===== config.mk =====
export PLATFORM = sky130hd
export DESIGN_NAME = vad_region_decoder
export DESIGN_NICKNAME = d
export VERILOG_FILES = /design/src/rtl/vad_pkg.sv /design/src/rtl/vad_area_classify.sv /design/src/rtl/vad_access_check.sv /design/src/rtl/vad_attr_gen.sv /design/src/rtl/vad_region_decoder.sv
export SDC_FILE = /design/constraint.sdc
export NUM_CORES = 1
export LEC_CHECK = 0
export ABC_CLOCK_PERIOD_IN_PS = 1500
export BUFFER_PORTS_ARGS = -buffer_cell sky130_fd_sc_hd__buf_2
export CORE_UTILIZATION = 45
export CTS_CLUSTER_SIZE = 25
export DETAILED_ROUTE_END_ITERATION = 8
export PLACE_DENSITY = 0.78
export SETUP_SLACK_MARGIN = 0.02
export SLEW_MARGIN = 10
export SYNTH_ARGS = -nofsm -noshare
export SYNTH_HDL_FRONTEND = slang
export SYNTH_SLANG_ARGS = --single-unit
export TNS_END_PERCENT = 20

===== constraint.sdc =====
create_clock -name clk -period 1.5 [get_ports clk]
set_input_delay 0.225 -clock clk [delete_from_list [all_inputs] [get_ports clk]]
set_output_delay 0.225 -clock clk [all_outputs]
set_load 0.02 [all_outputs]

===== src/rtl/vad_pkg.sv =====
package vad_pkg;

   localparam int unsigned SEG_BITS = 3;

   typedef enum logic [2:0] {
      AREA_P0 = 3'd0,
      AREA_P1 = 3'd1,
      AREA_P2 = 3'd2,
      AREA_P3 = 3'd3,
      AREA_P4 = 3'd4,
      AREA_U0 = 3'd5
   } area_e;

   function automatic logic is_mappable(area_e a);
      return (a == AREA_P0) || (a == AREA_P3) || (a == AREA_U0);
   endfunction

endpackage


===== src/rtl/vad_area_classify.sv =====
module vad_area_classify
   import vad_pkg::*;
#(
   parameter int unsigned SEG_W = 3
) (
   input  logic [SEG_W-1:0] seg,
   input  logic             user_mode,
   output area_e            area
);

   generate
      if (SEG_W != SEG_BITS) begin : g_bad_seg
         $error("vad_area_classify: SEG_W must equal SEG_BITS");
      end
   endgenerate

   always_comb begin
      unique case (seg)
         3'd4:    area = AREA_P1;
         3'd5:    area = AREA_P2;
         3'd6:    area = AREA_P3;
         3'd7:    area = AREA_P4;
         default: area = user_mode ? AREA_U0 : AREA_P0;
      endcase
   end

endmodule


===== src/rtl/vad_access_check.sv =====
module vad_access_check
   import vad_pkg::*;
(
   input  area_e area,
   input  logic  user_mode,
   output logic  addr_err
);

   always_comb begin
      addr_err = user_mode && (area != AREA_U0);
   end

endmodule


===== src/rtl/vad_attr_gen.sv =====
module vad_attr_gen
   import vad_pkg::*;
#(
   parameter int unsigned PA_W = 29
) (
   input  area_e           area,
   input  logic            addr_err,
   input  logic            is_write,
   input  logic            mmu_en,
   input  logic            cache_en,
   input  logic            p1_copyback,
   input  logic            map_wthru,
   input  logic            page_cache,
   input  logic [PA_W-1:0] low_addr,
   output logic            xlat,
   output logic            cach,
   output logic            wthru,
   output logic            regsp,
   output logic [PA_W-1:0] paddr
);

   logic mappable;
   logic cach_raw;
   logic wt_policy;

   always_comb begin
      mappable = is_mappable(area);
      xlat     = !addr_err && mappable && mmu_en;
   end

   always_comb begin
      cach_raw  = 1'b0;
      wt_policy = 1'b0;
      unique case (area)
         AREA_P1: begin
            cach_raw  = cache_en;
            wt_policy = !p1_copyback;
         end
         AREA_P0, AREA_P3, AREA_U0: begin
            cach_raw  = cache_en && (!mmu_en || page_cache);
            wt_policy = map_wthru;
         end
         default: begin
            cach_raw  = 1'b0;
            wt_policy = 1'b0;
         end
      endcase
   end

   always_comb begin
      cach  = cach_raw && !addr_err;
      wthru = cach && is_write && wt_policy;
      regsp = !addr_err && (area == AREA_P4);
      paddr = (addr_err || xlat) ? '0 : low_addr;
   end

endmodule


===== src/rtl/vad_region_decoder.sv =====
module vad_region_decoder
   import vad_pkg::*;
#(
   parameter int unsigned VA_W       = 32,
   parameter int unsigned PA_W       = 29,
   parameter bit          RESET_DATA = 1'b1
) (
   input  logic            clk,
   input  logic            rst_n,
   input  logic            req_valid,
   input  logic [VA_W-1:0] vaddr,
   input  logic            user_mode,
   input  logic            is_write,
   input  logic            mmu_en,
   input  logic            cache_en,
   input  logic            p1_copyback,
   input  logic            map_wthru,
   input  logic            page_cache,
   output logic            rsp_valid,
   output logic [2:0]      area,
   output logic            addr_err,
   output logic            xlat_req,
   output logic [PA_W-1:0] paddr,
   output logic            cacheable,
   output logic            wr_thru,
   output logic            regsp_sel
);

   localparam int unsigned SEG_W = VA_W - PA_W;

   generate
      if (SEG_W != SEG_BITS) begin : g_bad_width
         $error("vad_region_decoder: VA_W - PA_W must be 3");
      end
   endgenerate

   area_e           c_area;
   logic            c_err;
   logic            c_xlat;
   logic            c_cach;
   logic            c_wthru;
   logic            c_regsp;
   logic [PA_W-1:0] c_paddr;

   vad_area_classify #(.SEG_W(SEG_W)) u_classify (
      .seg       (vaddr[VA_W-1:PA_W]),
      .user_mode (user_mode),
      .area      (c_area)
   );

   vad_access_check u_check (
      .area      (c_area),
      .user_mode (user_mode),
      .addr_err  (c_err)
   );

   vad_attr_gen #(.PA_W(PA_W)) u_attr (
      .area        (c_area),
      .addr_err    (c_err),
      .is_write    (is_write),
      .mmu_en      (mmu_en),
      .cache_en    (cache_en),
      .p1_copyback (p1_copyback),
      .map_wthru   (map_wthru),
      .page_cache  (page_cache),
      .low_addr    (vaddr[PA_W-1:0]),
      .xlat        (c_xlat),
      .cach        (c_cach),
      .wthru       (c_wthru),
      .regsp       (c_regsp),
      .paddr       (c_paddr)
   );

   always_ff @(posedge clk) begin
      if (!rst_n) rsp_valid <= 1'b0;
      else        rsp_valid <= req_valid;
   end

   generate
      if (RESET_DATA) begin : g_data_rst
         always_ff @(posedge clk) begin
            if (!rst_n) begin
               area      <= '0;
               addr_err  <= 1'b0;
               xlat_req  <= 1'b0;
               paddr     <= '0;
               cacheable <= 1'b0;
               wr_thru   <= 1'b0;
               regsp_sel <= 1'b0;
            end else if (req_valid) begin
               area      <= c_area;
               addr_err  <= c_err;
               xlat_req  <= c_xlat;
               paddr     <= c_paddr;
               cacheable <= c_cach;
               wr_thru   <= c_wthru;
               regsp_sel <= c_regsp;
            end
         end
      end else begin : g_data_free
         always_ff @(posedge clk) begin
            if (req_valid) begin
               area      <= c_area;
               addr_err  <= c_err;
               xlat_req  <= c_xlat;
               paddr     <= c_paddr;
               cacheable <= c_cach;
               wr_thru   <= c_wthru;
               regsp_sel <= c_regsp;
            end
         end
      end
   endgenerate

   AST_USER_FAULT: assert property (@(posedge clk) disable iff (!rst_n)
      req_valid && user_mode && vaddr[VA_W-1] |=> rsp_valid && addr_err);

   AST_PRIV_NO_FAULT: assert property (@(posedge clk) disable iff (!rst_n)
      req_valid && !user_mode |=> !addr_err);

   AST_P1_DIRECT: assert property (@(posedge clk) disable iff (!rst_n)
      req_valid && !user_mode && (vaddr[VA_W-1:PA_W] == 3'd4)
      |=> !xlat_req && (paddr == $past(vaddr[PA_W-1:0])));

   AST_UNCACHED_AREAS: assert property (@(posedge clk) disable iff (!rst_n)
      rsp_valid && ((area == 3'd2) || (area == 3'd4)) |-> !cacheable && !wr_thru && !xlat_req);

   AST_WT_NEEDS_CACHE: assert property (@(posedge clk) disable iff (!rst_n)
      rsp_valid && wr_thru |-> cacheable);

   AST_ERR_QUIET: assert property (@(posedge clk) disable iff (!rst_n)
      rsp_valid && addr_err |-> !xlat_req && !cacheable && !wr_thru && !regsp_sel && (paddr == '0));

   AST_RSP_FOLLOWS: assert property (@(posedge clk) disable iff (!rst_n)
      req_valid |=> rsp_valid);

   AST_RSP_IDLE: assert property (@(posedge clk) disable iff (!rst_n)
      !req_valid |=> !rsp_valid && $stable(area) && $stable(paddr));

endmodule


-- Word level (Yosys, flattened, before mapping)
Index checks and enable logic that the tools add are counted.
- flip-flop bits (word level): 38
- output and inout port bits: 38
- word-level logic and storage cells: 39
- equality and inequality tests: 9
- mux-type cells: 5
- reductions and logical operators: 17
- operators by type and width (cell ; count):
    two-way mux 29 bit ; 1
    == test 3 bit, second input constant ; 6
    one-hot mux 3 bit (4 select lines) ; 1
    logical AND 1 bit ; 8
    logical OR 1 bit ; 4
    one-hot mux 1 bit (2 select lines) ; 2
    == test 3 x 1 -> 1 bit, second input constant ; 1
    == test 3 x 2 -> 1 bit, second input constant ; 1
    zero test 1 bit ; 3
    zero test 3 bit ; 1
    two-way mux 3 bit ; 1
    != test 3 bit, second input constant ; 1
    OR reduction 3 bit ; 1

-- Longest topological paths before layout
- depth after elaboration: 9
- depth in mapped cells: 6

-- Modules after synthesis
From an unflattened synthesis, not the netlist that was laid out.
- cell total of the unflattened synthesis: 182
- area, all modules: 1875.5 um2
- by module, submodules not included (module ; instances ; cells an instance ; area each (um2) ; sequential area each (um2)):
    vad_region_decoder ; 1 ; 121 ; 1433.9 ; 760.7
    vad_attr_gen ; 1 ; 52 ; 394.1 ; 0.0
    vad_area_classify ; 1 ; 7 ; 36.3 ; 0.0
    vad_access_check ; 1 ; 2 ; 11.3 ; 0.0

-- Worst setup path before layout
OpenSTA, ideal clock, no wires.
- path kind: input to register
- from: input port vaddr[29]
- to: register paddr[10]
- library setup time: 0.115 ns
- data arrival time: 1.043 ns
- path slack: 0.342 ns
- stages on the path: 6
- cell sequence: buf_2 -> nand2b_4 -> a21boi_4 -> buf_6 -> o22ai_1 -> and2_1
- longest elaborated chain between the ends: 9
- ends and longest elaborated chain (item ; RTL line ; text):
    from (decl) ; vad_region_decoder.sv:11 ; input logic [VA_W-1:0] vaddr,
    == test 3 bit ; vad_area_classify.sv:18 ; unique case (seg)
    one-hot mux 3 bit (4 select lines) * ; vad_area_classify.sv:18 ;
    != test 3 bit, or another cell as far along ; vad_access_check.sv:10 ; addr_err = user_mode && (area != AREA_U0);
    logical AND 1 bit or logical OR 1 bit (tied branches) ; vad_access_check.sv:10, vad_pkg.sv:15 ;
    zero test 1 bit or logical OR 1 bit (tied branches) ; vad_attr_gen.sv:28, vad_pkg.sv:15 ;
    logical AND 1 bit (2 in series) ; vad_attr_gen.sv:28 ; xlat = !addr_err && mappable && mmu_en;
    logical OR 1 bit * ; vad_attr_gen.sv:54 ; paddr = (addr_err || xlat) ? '0 : low_addr;
    two-way mux 29 bit * ; vad_attr_gen.sv:54 ;
    to (signal assigned) ; vad_region_decoder.sv:94 ; paddr <= c_paddr;
    to (decl) ; vad_region_decoder.sv:23 ; output logic [PA_W-1:0] paddr,
Every way passes the cells marked *; elsewhere a longest branch is shown, timed or not.
A chain may end at the register's enable or synchronous reset.

-- Worst setup path in the final report
- from: register paddr[28]
- to: output port paddr[28]
No word-level cell between the ends.

==> metrics.md <==
| Metric | Value |
|---|---|
| Area of the multi-input gates | `723 um2` |
| Hold depth | `3` |
| Die height | `63.8 um` |
| Routed length per instance | `10.8 um` |
| TritonCTS clock tree | `yes` |
| Fillers | `359` |
| Yosys synthesis warning count | `0` |
| Maximum vdd drop | `0.000595 V` |
| IO buf count | `79` |
| Die area | `4070 um2` |
| Max Clock Skew | `0 ns` |
| CTS Hold Bufs | `0` |
| Top Metal Used | `met4` |
| CTS Sinks | `38` |
| Initial antenna violation count | `0` |
| CTS HTree Levels | `2` |
| R2R cell count | `3` |
| Pre-antenna DRT Iters | `4` |
| Pwr/cell area | `973 nW/um2` |
| Critical Path Stages | `1` |
| Crit path kind | `reg2out` |
| Max FO, Critical Path | `2` |
| Vias | `1574` |
| Final nets | `325` |
| Post-route ant nets | `0` |
| Slew Viols, Final | `0` |
| Kind of cell adding the most delay to the critical path | `flip-flops` |
| Fraction of layout cells with a size suffix above 1 | `34.5%` |
| Setup_tns | `0 ns` |
| All-Layer GR Usage | `18.6%` |
| FMAX | `0.981 GHz` |
| CP bufs+invs | `1` |
| Syn Inst Count | `207` |
| Initial Util | `47.0%` |
| Root Driver | `clkbuf_8` |
| # resized after CTS | `0` |
| Crit-path slowest cell | `dfxtp_1` |
| WP data arrival | `0.79 ns` |
| Met1 WL | `1630 um` |
| Setup bufs post-CTS | `0` |
| Mapped Avg Cell Area | `8.31 um2` |
| Max Cap Viol | `0` |
| Final Hold Fails | `0` |
| # IOs | `80` |
| Synth cell types | `26` |
| Worst path cell trace | `buf_2` |
| Dpl cells | `324` |
| Core area | `3660 um2` |
| Worst-path clk slew | `0.07 ns` |
| Final Critical Period | `1.02 ns` |
| Hold WC Path Type | `in2reg` |
| RSZ-0062 raised after global routing | `false` |
| Global placement routability congestion | `0.716` |
| Register area share after synthesis | `44.2%` |
| First-pass GRT wire length | `5940 um` |
| Worst Max-Slew Pin Slew | `0.338 ns` |
| Status | `complete, no violations` |
| Worst Setup Slack post-DPL | `0.237 ns` |
| Worst slew margin | `77.5%` |
| Overflow after GRT | `0` |
| Wire length on met3 | `190 um` |
| Fin worst setup slack | `0.480 ns` |
| Worst EP required | `1.27 ns` |
| Synthesis-to-layout area growth | `28.4%` |
| Largest net degree at the start of global routing | `28` |
| Fin cells | `332` |
| Total CTS buffers | `5` |
| Vias per cell | `4.74` |
| Critical path's largest stage delay | `0.34 ns` |
| Yosys top cell by area | `dfxtp_1` |
| Die X | `63.8 um` |
| Top cell type's share of synthesized area | `44.2%` |
| DRC | `0` |
| CP Launch Type | `register` |
| Total Wirelength | `3590 um` |
| Syn Nets | `249` |
| Crit. End Element | `output pin` |
| Final Cycle Share | `68.0%` |
| Clock buffer depth | `2` |
| Top post-synthesis cells by area | `dfxtp_1 44%, and2_1 11%, o22ai_1 11%` |
| Vias in the first global route | `1342` |
| Clk_lat worst skew | `0.28 ns` |
| Dpl hpwl | `2540 um` |
| Final count of negative-setup-slack endpoints | `0` |
| Sequential cell area | `761 um2` |
| DRT iter0 DRCs | `84` |
| N_diodes | `0` |
| Synthesized area | `1720 um2` |
| Synthesized flop and latch total | `38` |
| LEAKAGE | `1.05 nW` |
| Std cell rows | `22` |
| DR WL met2 | `1730 um` |
==> synthesized netlist by cell type (all sizes together) <==
cell,instances
o22ai,29
inv,30
xor2,1
a21oi,4
dfxtp,38
a31oi,1
nand2b,5
o21ai,3
and2,30
nor2,1
nor4b,1
and2b,2
nand4,2
nor2b,2
nand3,1
o32ai,1
clkbuf,4
nand3b,1
a21boi,5
nand2,32
a311oi,1
buf,13
==> logic make-up (layout without fill, tap and decap cells) <==
logic type / count (synthesis) / after routing / share of synthesized area, %
AND/OR/NAND/NOR: 77 / 77 / 24.1
buffers and inverters: 47 / 124 / 13.7
flip-flops: 38 / 38 / 44.2
AO/OA/AOI/OAI: 44 / 44 / 17.5
XOR/XNOR: 1 / 1 / 0.509
==> worst paths after layout <==
kind | slack, ns | end | from
worst max-delay path | 0.48 | paddr[28] | paddr[28]
worst min-delay path | 0.20 | wr_thru | is_write
worst max register to register | 0.77 | paddr[24] | paddr[24]
worst min register to register | 0.48 | wr_thru | wr_thru
==> layout make-up <==
cell class	count	share of cell area, %
Clock buffer	7	3.91
Clock inverter	1	0.227
Inverter	30	5.10
Multi-Input combinational cell	122	32.7
Sequential cell	38	34.4
Tap cell	48	2.72
Timing Repair Buffer	86	20.8
==> power by group <==
part | leakage [nW] | total, mW | switching (mW) | internal, mW
sequential | 0.311 | 1.08 | 0.0204 | 1.05
clock | 0.0482 | 0.706 | 0.336 | 0.371
combinational | 0.690 | 0.368 | 0.206 | 0.162
total | 1.05 | 2.15 | 0.562 | 1.59
==> cells in the final DEF, fill, tap and decap left out, types with 3 or more instances in the layout <==
master    netlist  final
buf_2           6     79
dfxtp_1        38     38
nand2_1        32     32
inv_1          30     30
and2_1         30     30
o22ai_1        29     29
clkbuf_8        0      6
buf_4           0      6
a21oi_1         4      4
nand2b_1        4      4
o21ai_0         3      3
==> state kept, by name, indices dropped and copies added (netlist names) <==
register	count
regsp_sel	1
paddr	29
wr_thru	1
rsp_valid	1
addr_err	1
cacheable	1
area	3
xlat_req	1
==> stage by stage <==
| stage | hold WS, ns | cell area, um2 | util, % | total power [mW] |
|---|---|---|---|---|
| finish | 0.199 | 2210 | 60.3 | 2.15 |
| global route | 0.214 | 2210 | 60.3 | 2.27 |
| detailed placement | 0.469 | 2120 | 57.8 | 1.47 |
| CTS | 0.184 | 2210 | 60.3 | 2.18 |
| floorplan | 0.375 | 1720 | - | 1.35 |
| global placement | 0.461 | 2120 | 57.8 | 1.46 |
==> metal layers <==
layer | track usage [%] | up-vias
li1 | - | 817
met1 | 23.8 | 706
met2 | 29.7 | 46
met3 | 4.82 | 5
met4 | 7.10 | 0
met5 | 0 | -
(Power assumes the default switching activity.)
